[src/rtl/msi_pkg.sv]
package msi_pkg;

  typedef enum logic [1:0] {
    LS_INV = 2'd0,
    LS_SHR = 2'd1,
    LS_EXC = 2'd2
  } lineState_t;

  typedef enum logic [1:0] {
    BC_NONE   = 2'd0,
    BC_RDMISS = 2'd1,
    BC_WRMISS = 2'd2,
    BC_WBACK  = 2'd3
  } busCmd_t;

  // strobes from the control FSM to the line store
  typedef struct packed {
    logic       latchReq;
    logic       readOut;
    logic       hitWrite;
    logic       victimDrop;
    logic       fill;
    logic       snpApply;
    logic       snpCapture;
    lineState_t snpNext;
  } lineStrobe_t;

endpackage

[src/rtl/msi_line_store.sv]
module msi_line_store
  import msi_pkg::*;
#(
  parameter int ADDR_W = 8,
  parameter int DATA_W = 16,
  parameter int IDX_W  = 2
) (
  input  logic              clk,
  input  logic              rstN,
  input  lineStrobe_t       strb,
  input  logic [ADDR_W-1:0] cpuAddr,
  input  logic              cpuWe,
  input  logic [DATA_W-1:0] cpuWdata,
  input  logic [ADDR_W-1:0] snpAddr,
  input  logic [DATA_W-1:0] busRdata,
  output lineState_t        liveState,
  output logic              liveTagEq,
  output lineState_t        heldState,
  output logic              heldTagEq,
  output logic              heldWe,
  output logic [ADDR_W-1:0] heldAddr,
  output logic [ADDR_W-1:0] victimAddr,
  output logic [DATA_W-1:0] victimData,
  output lineState_t        snpState,
  output logic              snpTagEq,
  output logic [DATA_W-1:0] rdataQ,
  output logic [DATA_W-1:0] snpDataQ
);
  localparam int TAG_W     = ADDR_W - IDX_W;
  localparam int NUM_LINES = 1 << IDX_W;

  lineState_t        stArr   [NUM_LINES];
  logic [TAG_W-1:0]  tagArr  [NUM_LINES];
  logic [DATA_W-1:0] dataArr [NUM_LINES];

  logic [ADDR_W-1:0] reqAddr;
  logic              reqWe;
  logic [DATA_W-1:0] reqData;

  logic [IDX_W-1:0]  liveIdx, heldIdx, snpIdx;
  logic [TAG_W-1:0]  liveTag, heldTag, snpTag;
  logic [DATA_W-1:0] fillData;

  assign liveIdx = cpuAddr[IDX_W-1:0];
  assign liveTag = cpuAddr[ADDR_W-1:IDX_W];
  assign heldIdx = reqAddr[IDX_W-1:0];
  assign heldTag = reqAddr[ADDR_W-1:IDX_W];
  assign snpIdx  = snpAddr[IDX_W-1:0];
  assign snpTag  = snpAddr[ADDR_W-1:IDX_W];

  assign liveState  = stArr[liveIdx];
  assign liveTagEq  = (tagArr[liveIdx] == liveTag);
  assign heldState  = stArr[heldIdx];
  assign heldTagEq  = (tagArr[heldIdx] == heldTag);
  assign heldWe     = reqWe;
  assign heldAddr   = reqAddr;
  assign victimAddr = {tagArr[heldIdx], heldIdx};
  assign victimData = dataArr[heldIdx];
  assign snpState   = stArr[snpIdx];
  assign snpTagEq   = (tagArr[snpIdx] == snpTag);
  assign fillData   = reqWe ? reqData : busRdata;

  always_ff @(posedge clk) begin
    if (!rstN) begin
      for (int i = 0; i < NUM_LINES; i++) begin
        stArr[i]   <= LS_INV;
        tagArr[i]  <= '0;
        dataArr[i] <= '0;
      end
      reqAddr  <= '0;
      reqWe    <= 1'b0;
      reqData  <= '0;
      rdataQ   <= '0;
      snpDataQ <= '0;
    end else begin
      if (strb.latchReq) begin
        reqAddr <= cpuAddr;
        reqWe   <= cpuWe;
        reqData <= cpuWdata;
      end
      if (strb.readOut) rdataQ <= dataArr[liveIdx];
      if (strb.hitWrite) begin
        dataArr[liveIdx] <= cpuWdata;
        rdataQ           <= cpuWdata;
      end
      if (strb.victimDrop) stArr[heldIdx] <= LS_INV;
      if (strb.fill) begin
        tagArr[heldIdx]  <= heldTag;
        dataArr[heldIdx] <= fillData;
        stArr[heldIdx]   <= reqWe ? LS_EXC : LS_SHR;
        rdataQ           <= fillData;
      end
      if (strb.snpCapture) snpDataQ <= dataArr[snpIdx];
      // snoop update placed last: it takes the line if both touch it
      if (strb.snpApply) stArr[snpIdx] <= strb.snpNext;
    end
  end

endmodule

[src/rtl/msi_ctrl.sv]
module msi_ctrl
  import msi_pkg::*;
(
  input  logic        clk,
  input  logic        rstN,
  input  logic        cpuReq,
  input  logic        cpuWe,
  input  logic        busGnt,
  input  logic        busDataValid,
  input  logic        snpValid,
  input  logic [1:0]  snpCmd,
  input  lineState_t  liveState,
  input  logic        liveTagEq,
  input  lineState_t  heldState,
  input  logic        heldTagEq,
  input  logic        heldWe,
  input  lineState_t  snpState,
  input  logic        snpTagEq,
  output lineStrobe_t strb,
  output logic        cpuReady,
  output logic        cpuAckQ,
  output logic        busReq,
  output busCmd_t     busCmdO,
  output logic        selVictim,
  output logic        snpSupplyQ
);
  typedef enum logic [1:0] {ST_IDLE, ST_WBACK, ST_MISS, ST_WAIT} ctrlSt_t;

  ctrlSt_t curSt, nextSt;
  logic    ackNext, supplyNext;
  logic    snpHit, liveHit, victimDirty, heldDirty, cpuAccept;

  assign snpHit      = snpValid && (snpState != LS_INV) && snpTagEq;
  assign liveHit     = (liveState != LS_INV) && liveTagEq;
  assign victimDirty = (liveState == LS_EXC) && !liveTagEq;
  assign heldDirty   = (heldState == LS_EXC) && !heldTagEq;
  assign cpuReady    = (curSt == ST_IDLE) && !snpValid;
  assign cpuAccept   = cpuReady && cpuReq;

  always_comb begin
    strb       = '0;
    nextSt     = curSt;
    ackNext    = 1'b0;
    supplyNext = 1'b0;
    busReq     = 1'b0;
    busCmdO    = BC_NONE;
    selVictim  = 1'b0;

    // bus side
    if (snpHit) begin
      if (snpCmd == BC_RDMISS && snpState == LS_EXC) begin
        strb.snpApply   = 1'b1;
        strb.snpNext    = LS_SHR;
        strb.snpCapture = 1'b1;
        supplyNext      = 1'b1;
      end else if (snpCmd == BC_WRMISS) begin
        strb.snpApply = 1'b1;
        strb.snpNext  = LS_INV;
        if (snpState == LS_EXC) begin
          strb.snpCapture = 1'b1;
          supplyNext      = 1'b1;
        end
      end
    end

    // processor side
    unique case (curSt)
      ST_IDLE: begin
        if (cpuAccept) begin
          if (liveHit && (!cpuWe || liveState == LS_EXC)) begin
            ackNext = 1'b1;
            if (cpuWe) strb.hitWrite = 1'b1;
            else       strb.readOut  = 1'b1;
          end else begin
            strb.latchReq = 1'b1;
            nextSt = victimDirty ? ST_WBACK : ST_MISS;
          end
        end
      end
      ST_WBACK: begin
        if (heldDirty) begin
          busReq    = 1'b1;
          busCmdO   = BC_WBACK;
          selVictim = 1'b1;
          if (busGnt) begin
            strb.victimDrop = 1'b1;
            nextSt          = ST_MISS;
          end
        end else begin
          nextSt = ST_MISS;   // a snoop already took the victim
        end
      end
      ST_MISS: begin
        busReq  = 1'b1;
        busCmdO = heldWe ? BC_WRMISS : BC_RDMISS;
        if (busGnt) nextSt = ST_WAIT;
      end
      ST_WAIT: begin
        if (busDataValid) begin
          strb.fill = 1'b1;
          ackNext   = 1'b1;
          nextSt    = ST_IDLE;
        end
      end
      default: nextSt = ST_IDLE;
    endcase
  end

  always_ff @(posedge clk) begin
    if (!rstN) begin
      curSt      <= ST_IDLE;
      cpuAckQ    <= 1'b0;
      snpSupplyQ <= 1'b0;
    end else begin
      curSt      <= nextSt;
      cpuAckQ    <= ackNext;
      snpSupplyQ <= supplyNext;
    end
  end

endmodule

[src/rtl/msi_snoop_ctrl.sv]
module msi_snoop_ctrl
  import msi_pkg::*;
#(
  parameter int ADDR_W = 8,
  parameter int DATA_W = 16,
  parameter int IDX_W  = 2
) (
  input  logic              clk,
  input  logic              rstN,
  input  logic              cpuReq,
  input  logic              cpuWe,
  input  logic [ADDR_W-1:0] cpuAddr,
  input  logic [DATA_W-1:0] cpuWdata,
  output logic              cpuReady,
  output logic              cpuAck,
  output logic [DATA_W-1:0] cpuRdata,
  output logic              busReq,
  output logic [1:0]        busCmd,
  output logic [ADDR_W-1:0] busAddr,
  output logic [DATA_W-1:0] busWdata,
  input  logic              busGnt,
  input  logic              busDataValid,
  input  logic [DATA_W-1:0] busRdata,
  input  logic              snpValid,
  input  logic [1:0]        snpCmd,
  input  logic [ADDR_W-1:0] snpAddr,
  output logic              snpSupply,
  output logic [DATA_W-1:0] snpData
);
  lineStrobe_t       strb;
  lineState_t        liveState, heldState, snpState;
  logic              liveTagEq, heldTagEq, heldWe, snpTagEq, selVictim;
  logic [ADDR_W-1:0] heldAddr, victimAddr;
  logic [DATA_W-1:0] victimData;
  busCmd_t           busCmdE;

  msi_line_store #(.ADDR_W(ADDR_W), .DATA_W(DATA_W), .IDX_W(IDX_W)) u_store (
    .clk(clk), .rstN(rstN), .strb(strb),
    .cpuAddr(cpuAddr), .cpuWe(cpuWe), .cpuWdata(cpuWdata),
    .snpAddr(snpAddr), .busRdata(busRdata),
    .liveState(liveState), .liveTagEq(liveTagEq),
    .heldState(heldState), .heldTagEq(heldTagEq), .heldWe(heldWe),
    .heldAddr(heldAddr), .victimAddr(victimAddr), .victimData(victimData),
    .snpState(snpState), .snpTagEq(snpTagEq),
    .rdataQ(cpuRdata), .snpDataQ(snpData)
  );

  msi_ctrl u_ctrl (
    .clk(clk), .rstN(rstN), .cpuReq(cpuReq), .cpuWe(cpuWe),
    .busGnt(busGnt), .busDataValid(busDataValid),
    .snpValid(snpValid), .snpCmd(snpCmd),
    .liveState(liveState), .liveTagEq(liveTagEq),
    .heldState(heldState), .heldTagEq(heldTagEq), .heldWe(heldWe),
    .snpState(snpState), .snpTagEq(snpTagEq),
    .strb(strb), .cpuReady(cpuReady), .cpuAckQ(cpuAck),
    .busReq(busReq), .busCmdO(busCmdE), .selVictim(selVictim),
    .snpSupplyQ(snpSupply)
  );

  assign busCmd   = busCmdE;
  assign busAddr  = selVictim ? victimAddr : heldAddr;
  assign busWdata = victimData;

endmodule

[config.mk]
export PLATFORM = sky130hd
export DESIGN_NAME = msi_snoop_ctrl
export DESIGN_NICKNAME = d
export VERILOG_FILES = /design/src/rtl/msi_pkg.sv /design/src/rtl/msi_line_store.sv /design/src/rtl/msi_ctrl.sv /design/src/rtl/msi_snoop_ctrl.sv
export SDC_FILE = /design/constraint.sdc
export NUM_CORES = 1
export LEC_CHECK = 0
export BUFFER_PORTS_ARGS = -buffer_cell sky130_fd_sc_hd__buf_2
export CORE_MARGIN = 3
export CORE_UTILIZATION = 53
export CTS_CLUSTER_DIAMETER = 50
export DETAILED_ROUTE_END_ITERATION = 16
export PLACE_DENSITY = 0.75
export SYNTH_ARGS = -nofsm -noshare
export SYNTH_HDL_FRONTEND = slang
export SYNTH_SLANG_ARGS = --single-unit
[constraint.sdc]
create_clock -name clk -period 5.1 [get_ports clk]
set_clock_uncertainty 0.2 [all_clocks]
set_input_delay 1.02 -clock clk [delete_from_list [all_inputs] [get_ports clk]]
set_output_delay 1.02 -clock clk [all_outputs]
set_load 0.02 [all_outputs]
==> run_summary.xml <==
<?xml version="1.0" encoding="UTF-8"?>
<metrics>
  <group name="outcome">
    <metric name="run_status" unit="">finished, final reports clean</metric>
  </group>
  <group name="synth">
    <metric name="syn_inst" unit="">744</metric>
    <metric name="synthTopCellsByArea" unit="">edfxtp_1 (31%), mux4_2 (17%), dfxtp_1 (15%)</metric>
    <metric name="synth_area" unit="sq mm">0.008791</metric>
    <metric name="number_of_distinct_library_cells_after_synthesis" unit="">54</metric>
    <metric name="ys_dominant_reg_cell" unit="">edfxtp_1</metric>
    <metric name="synthesis.area_per_instance" unit="sq um">11.82</metric>
    <metric name="synth_warnings" unit="">0</metric>
    <metric name="ys_ff_latch" unit="">159</metric>
    <metric name="synth-seq-area-share" unit="%">46.68</metric>
    <metric name="synthesis.nets" unit="">805</metric>
    <metric name="synth-edff-count" unit="">92</metric>
    <metric name="yosysTopAreaCellShare" unit="%">31.43</metric>
    <metric name="ys_async_sr_fraction" unit="%">0</metric>
    <metric name="leading_post_synthesis_cells_by_instance_count" unit="">edfxtp_1 (92), nor2_1 (86), nand2_1 (83), dfxtp_1 (67), mux4_2 (66)</metric>
    <metric name="yosysMostFrequentCell" unit="">edfxtp_1</metric>
    <metric name="netlist.top_cell.by_area" unit="">edfxtp_1</metric>
  </group>
  <group name="route">
    <metric name="postRouteWirelength" unit="um">25030</metric>
    <metric name="detail-route-antenna-nets" unit="">0</metric>
    <metric name="detail_route.wl_per_cell" unit="um">23.16</metric>
    <metric name="iteration_count_of_the_initial_detailed_routing_pass" unit="">9</metric>
    <metric name="total_number_of_vias" unit="">6826</metric>
    <metric name="detailedRoute.firstIterationViolations" unit="">781</metric>
    <metric name="via_per_inst" unit="">6.315</metric>
    <metric name="drc" unit="">0</metric>
  </group>
  <group name="clock_network">
    <metric name="cts-root-to-sink-buffers" unit="">2</metric>
    <metric name="clock_latency" unit="ns">0.42</metric>
    <metric name="number_of_buffers_inserted_during_clock_tree_synthesis" unit="">17</metric>
    <metric name="post_cts_resized" unit="">0</metric>
    <metric name="numClockSinks" unit="">159</metric>
    <metric name="tritoncts" unit="">done</metric>
    <metric name="cts.reportedPaths.clkPinSlew" unit="ns">0.06</metric>
    <metric name="clock_tree.htree_level_count" unit="">4</metric>
    <metric name="postCtsSetupRepairBufs" unit="">0</metric>
    <metric name="post_cts_hold_buffer_count" unit="">0</metric>
    <metric name="cts_root_buf" unit="">clkbuf_16</metric>
  </group>
  <group name="hold_path">
    <metric name="worst_min_path_start" unit="">u_store.snpDataQ[2]</metric>
    <metric name="hold_path_depth" unit="">2</metric>
    <metric name="worst_hold_path_type" unit="">register to register</metric>
    <metric name="min_delay_worst_endpoint" unit="">u_store.snpDataQ[2]</metric>
  </group>
  <group name="place">
    <metric name="io_buf_count" unit="">118</metric>
    <metric name="dp_hpwl" unit="um">17700</metric>
    <metric name="place_congestion" unit="">0.9341</metric>
  </group>
  <group name="floorplan">
    <metric name="core_area" unit="sq mm">0.01606</metric>
    <metric name="dieArea" unit="sq mm">0.01817</metric>
    <metric name="fp.dieH" unit="um">134.8</metric>
    <metric name="design.portCount" unit="">119</metric>
    <metric name="chip_width" unit="um">134.8</metric>
    <metric name="initial_core_util" unit="%">54.75</metric>
    <metric name="num_rows" unit="">46</metric>
  </group>
  <group name="worst_setup_path">
    <metric name="reg2reg_to" unit="">u_store.dataArr[3][1]</metric>
    <metric name="r2r.worst_path.cells" unit="">7</metric>
    <metric name="worstPathArrival" unit="ns">3.47</metric>
    <metric name="crit_required" unit="ns">3.88</metric>
    <metric name="timing.critical_path.to_type" unit="">output port</metric>
    <metric name="r2r_start" unit="">u_store.tagArr[3][4]</metric>
    <metric name="worst_case_register_to_register_setup_slack" unit="ns">1.79</metric>
    <metric name="largest_fanout_on_the_critical_path" unit="">9</metric>
    <metric name="critPathLaunchType" unit="">register</metric>
    <metric name="critPathKind" unit="">register to output port</metric>
  </group>
  <group name="timing">
    <metric name="grt_setup_unrepaired" unit="">no</metric>
    <metric name="timing.final.max_slew_violations" unit="">0</metric>
    <metric name="min_period" unit="ns">4.690</metric>
    <metric name="holdWs" unit="ns">0.2914</metric>
    <metric name="fmax" unit="MHz">213.2</metric>
    <metric name="slew_at_the_pin_with_the_worst_max_slew_slack" unit="ns">0.8802</metric>
    <metric name="setup_viol_count_final" unit="">0</metric>
    <metric name="fin_tns_setup" unit="ns">0</metric>
    <metric name="post-route-period-util" unit="%">91.97</metric>
    <metric name="slew_headroom" unit="%">40.70</metric>
    <metric name="hold_viol_final" unit="">0</metric>
  </group>
  <group name="cells_and_area">
    <metric name="nets" unit="">913</metric>
    <metric name="number_of_diodes_added_for_antenna_fixing" unit="">0</metric>
    <metric name="layout_area_growth_over_synthesis" unit="%">15.71</metric>
    <metric name="drive_above_1_share" unit="%">30.17</metric>
  </group>
  <group name="pwr">
    <metric name="power_per_cell_area" unit="mW/mm^2">314.1</metric>
    <metric name="p_leak" unit="nW">4.139</metric>
    <metric name="max-vdd-ir-drop" unit="mV">0.2273</metric>
  </group>
  <group name="flow_run">
    <metric name="drv.max_cap_violation_count" unit="">0</metric>
  </group>
  <group name="global_routing">
    <metric name="largest_net_degree_at_the_start_of_global_routing" unit="">51</metric>
    <metric name="grt_use_total" unit="%">28.09</metric>
    <metric name="vias_in_the_first_global_route" unit="">6885</metric>
    <metric name="grt_antenna_before_repair" unit="">0</metric>
    <metric name="residual_overflow_from_global_routing" unit="">0</metric>
    <metric name="first_pass_grt_wire_length" unit="um">38670</metric>
  </group>
</metrics>
==> how the worst max path moves through the flow <==
stage	cells after the start	startpoint	end	slack, ns
floorplan	9	cpuAddr[0]	u_store.dataArr[3][0]	0.25
global placement	8	cpuAddr[0]	u_store.dataArr[2][13]	0.88
detailed placement	8	cpuAddr[1]	u_store.dataArr[3][12]	0.76
CTS	7	register	busCmd[1]	0.41
global route	7	register	busCmd[1]	0.21
finish	7	register	busCmd[0]	0.41
==> per-layer routing <==
metal  track usage [%]  vias up  wire [um]
li1                  -     2985          -
met1             34.88     3384       9183
met2             48.72      397      12930
met3             5.812       60       2103
met4             10.35        0        816
met5                 0        -          0
==> state kept, by name, summed over array words and instances (netlist names), named ones only <==
register	count
u_store.heldAddr	8
u_ctrl.cpuAckQ	1
u_store.stArr	8
u_ctrl.curSt	2
u_ctrl.snpSupplyQ	1
u_store.snpDataQ	16
u_store.rdataQ	16
u_store.reqData	16
u_store.tagArr	24
u_store.heldWe	1
u_store.dataArr	64
==> area by class of cell <==
| cell class | instances | area (sq um) |
|---|---|---|
| Sequential cell | 159 | 4104 |
| Clock inverter | 11 | 117.6 |
| Tap cell | 216 | 270.3 |
| Inverter | 29 | 108.9 |
| Multi-Input combinational cell | 506 | 4373 |
| Fill cell | 1261 | 5886 |
| Timing Repair Buffer | 139 | 748.2 |
| Clock buffer | 21 | 450.4 |
==> stage by stage <==
| step | instance area [sq um] | cells | total power [mW] | worst slack, ns | util, % |
|---|---|---|---|---|---|
| after floorplan | 8791 | 744 | 1.810 | 0.2529 | - |
| after global placement | 9604 | 1049 | 1.953 | 0.8813 | 59.81 |
| after detailed placement | 9604 | 1049 | 1.973 | 0.7563 | 59.81 |
| after CTS | 10170 | 1081 | 3.201 | 0.4088 | 63.35 |
| after global routing | 10170 | 1081 | 3.296 | 0.2118 | 63.35 |
| final | 10170 | 1081 | 3.195 | 0.4097 | 63.35 |
==> layout by cell type, fill, tap and decap left out, types with 3 or more instances in the layout <==
cell type / n
buf_2: 118
a221oi_1: 3
edfxtp_1: 92
mux2_2: 23
clkinvlp_4: 4
a21boi_1: 9
and2_1: 8
ha_1: 4
o21ai_1: 7
nor3_1: 23
clkbuf_16: 17
clkbuf_1: 3
o21ai_0: 19
nor2b_1: 5
mux4_1: 5
mux4_2: 66
dfxtp_1: 67
xnor2_1: 15
nand3_1: 7
nor4_1: 3
nand2_1: 83
and3_1: 19
a21boi_0: 9
mux2i_1: 63
xor2_1: 4
inv_1: 28
nand2b_1: 7
clkinv_2: 3
nand4_1: 8
buf_4: 21
nor2_1: 86
==> power by group <==
group          internal [mW]  total (mW)  switching, mW
logic                  0.214       0.490          0.276
clock network          0.730        1.24          0.513
registers               1.41        1.46         0.0574
total                   2.35        3.20          0.846
==> critical path, cell delays in order (launching register included) <==
cell and delay, ns:
dfxtp_1 0.64, mux4_2 0.61, xnor2_1 0.22, nand4_1 0.27, o21ai_1 0.66, a21boi_0 0.28
a21boi_0 0.18, buf_2 0.19
==> kinds of logic (layout without fill, tap and decap cells) <==
group	count (synthesis)	in the layout	synth area share, %
xor gates and xnor gates	19	19	1.893
adders and majority gates	4	4	0.5693
DFF	159	159	46.68
buffers and inverters	79	200	3.786
and+or+nand+nor	260	260	13.58
AOI/OAI and AO/OA	66	66	4.967
muxes	157	157	28.52
Power figures use the tool's default switching activity.
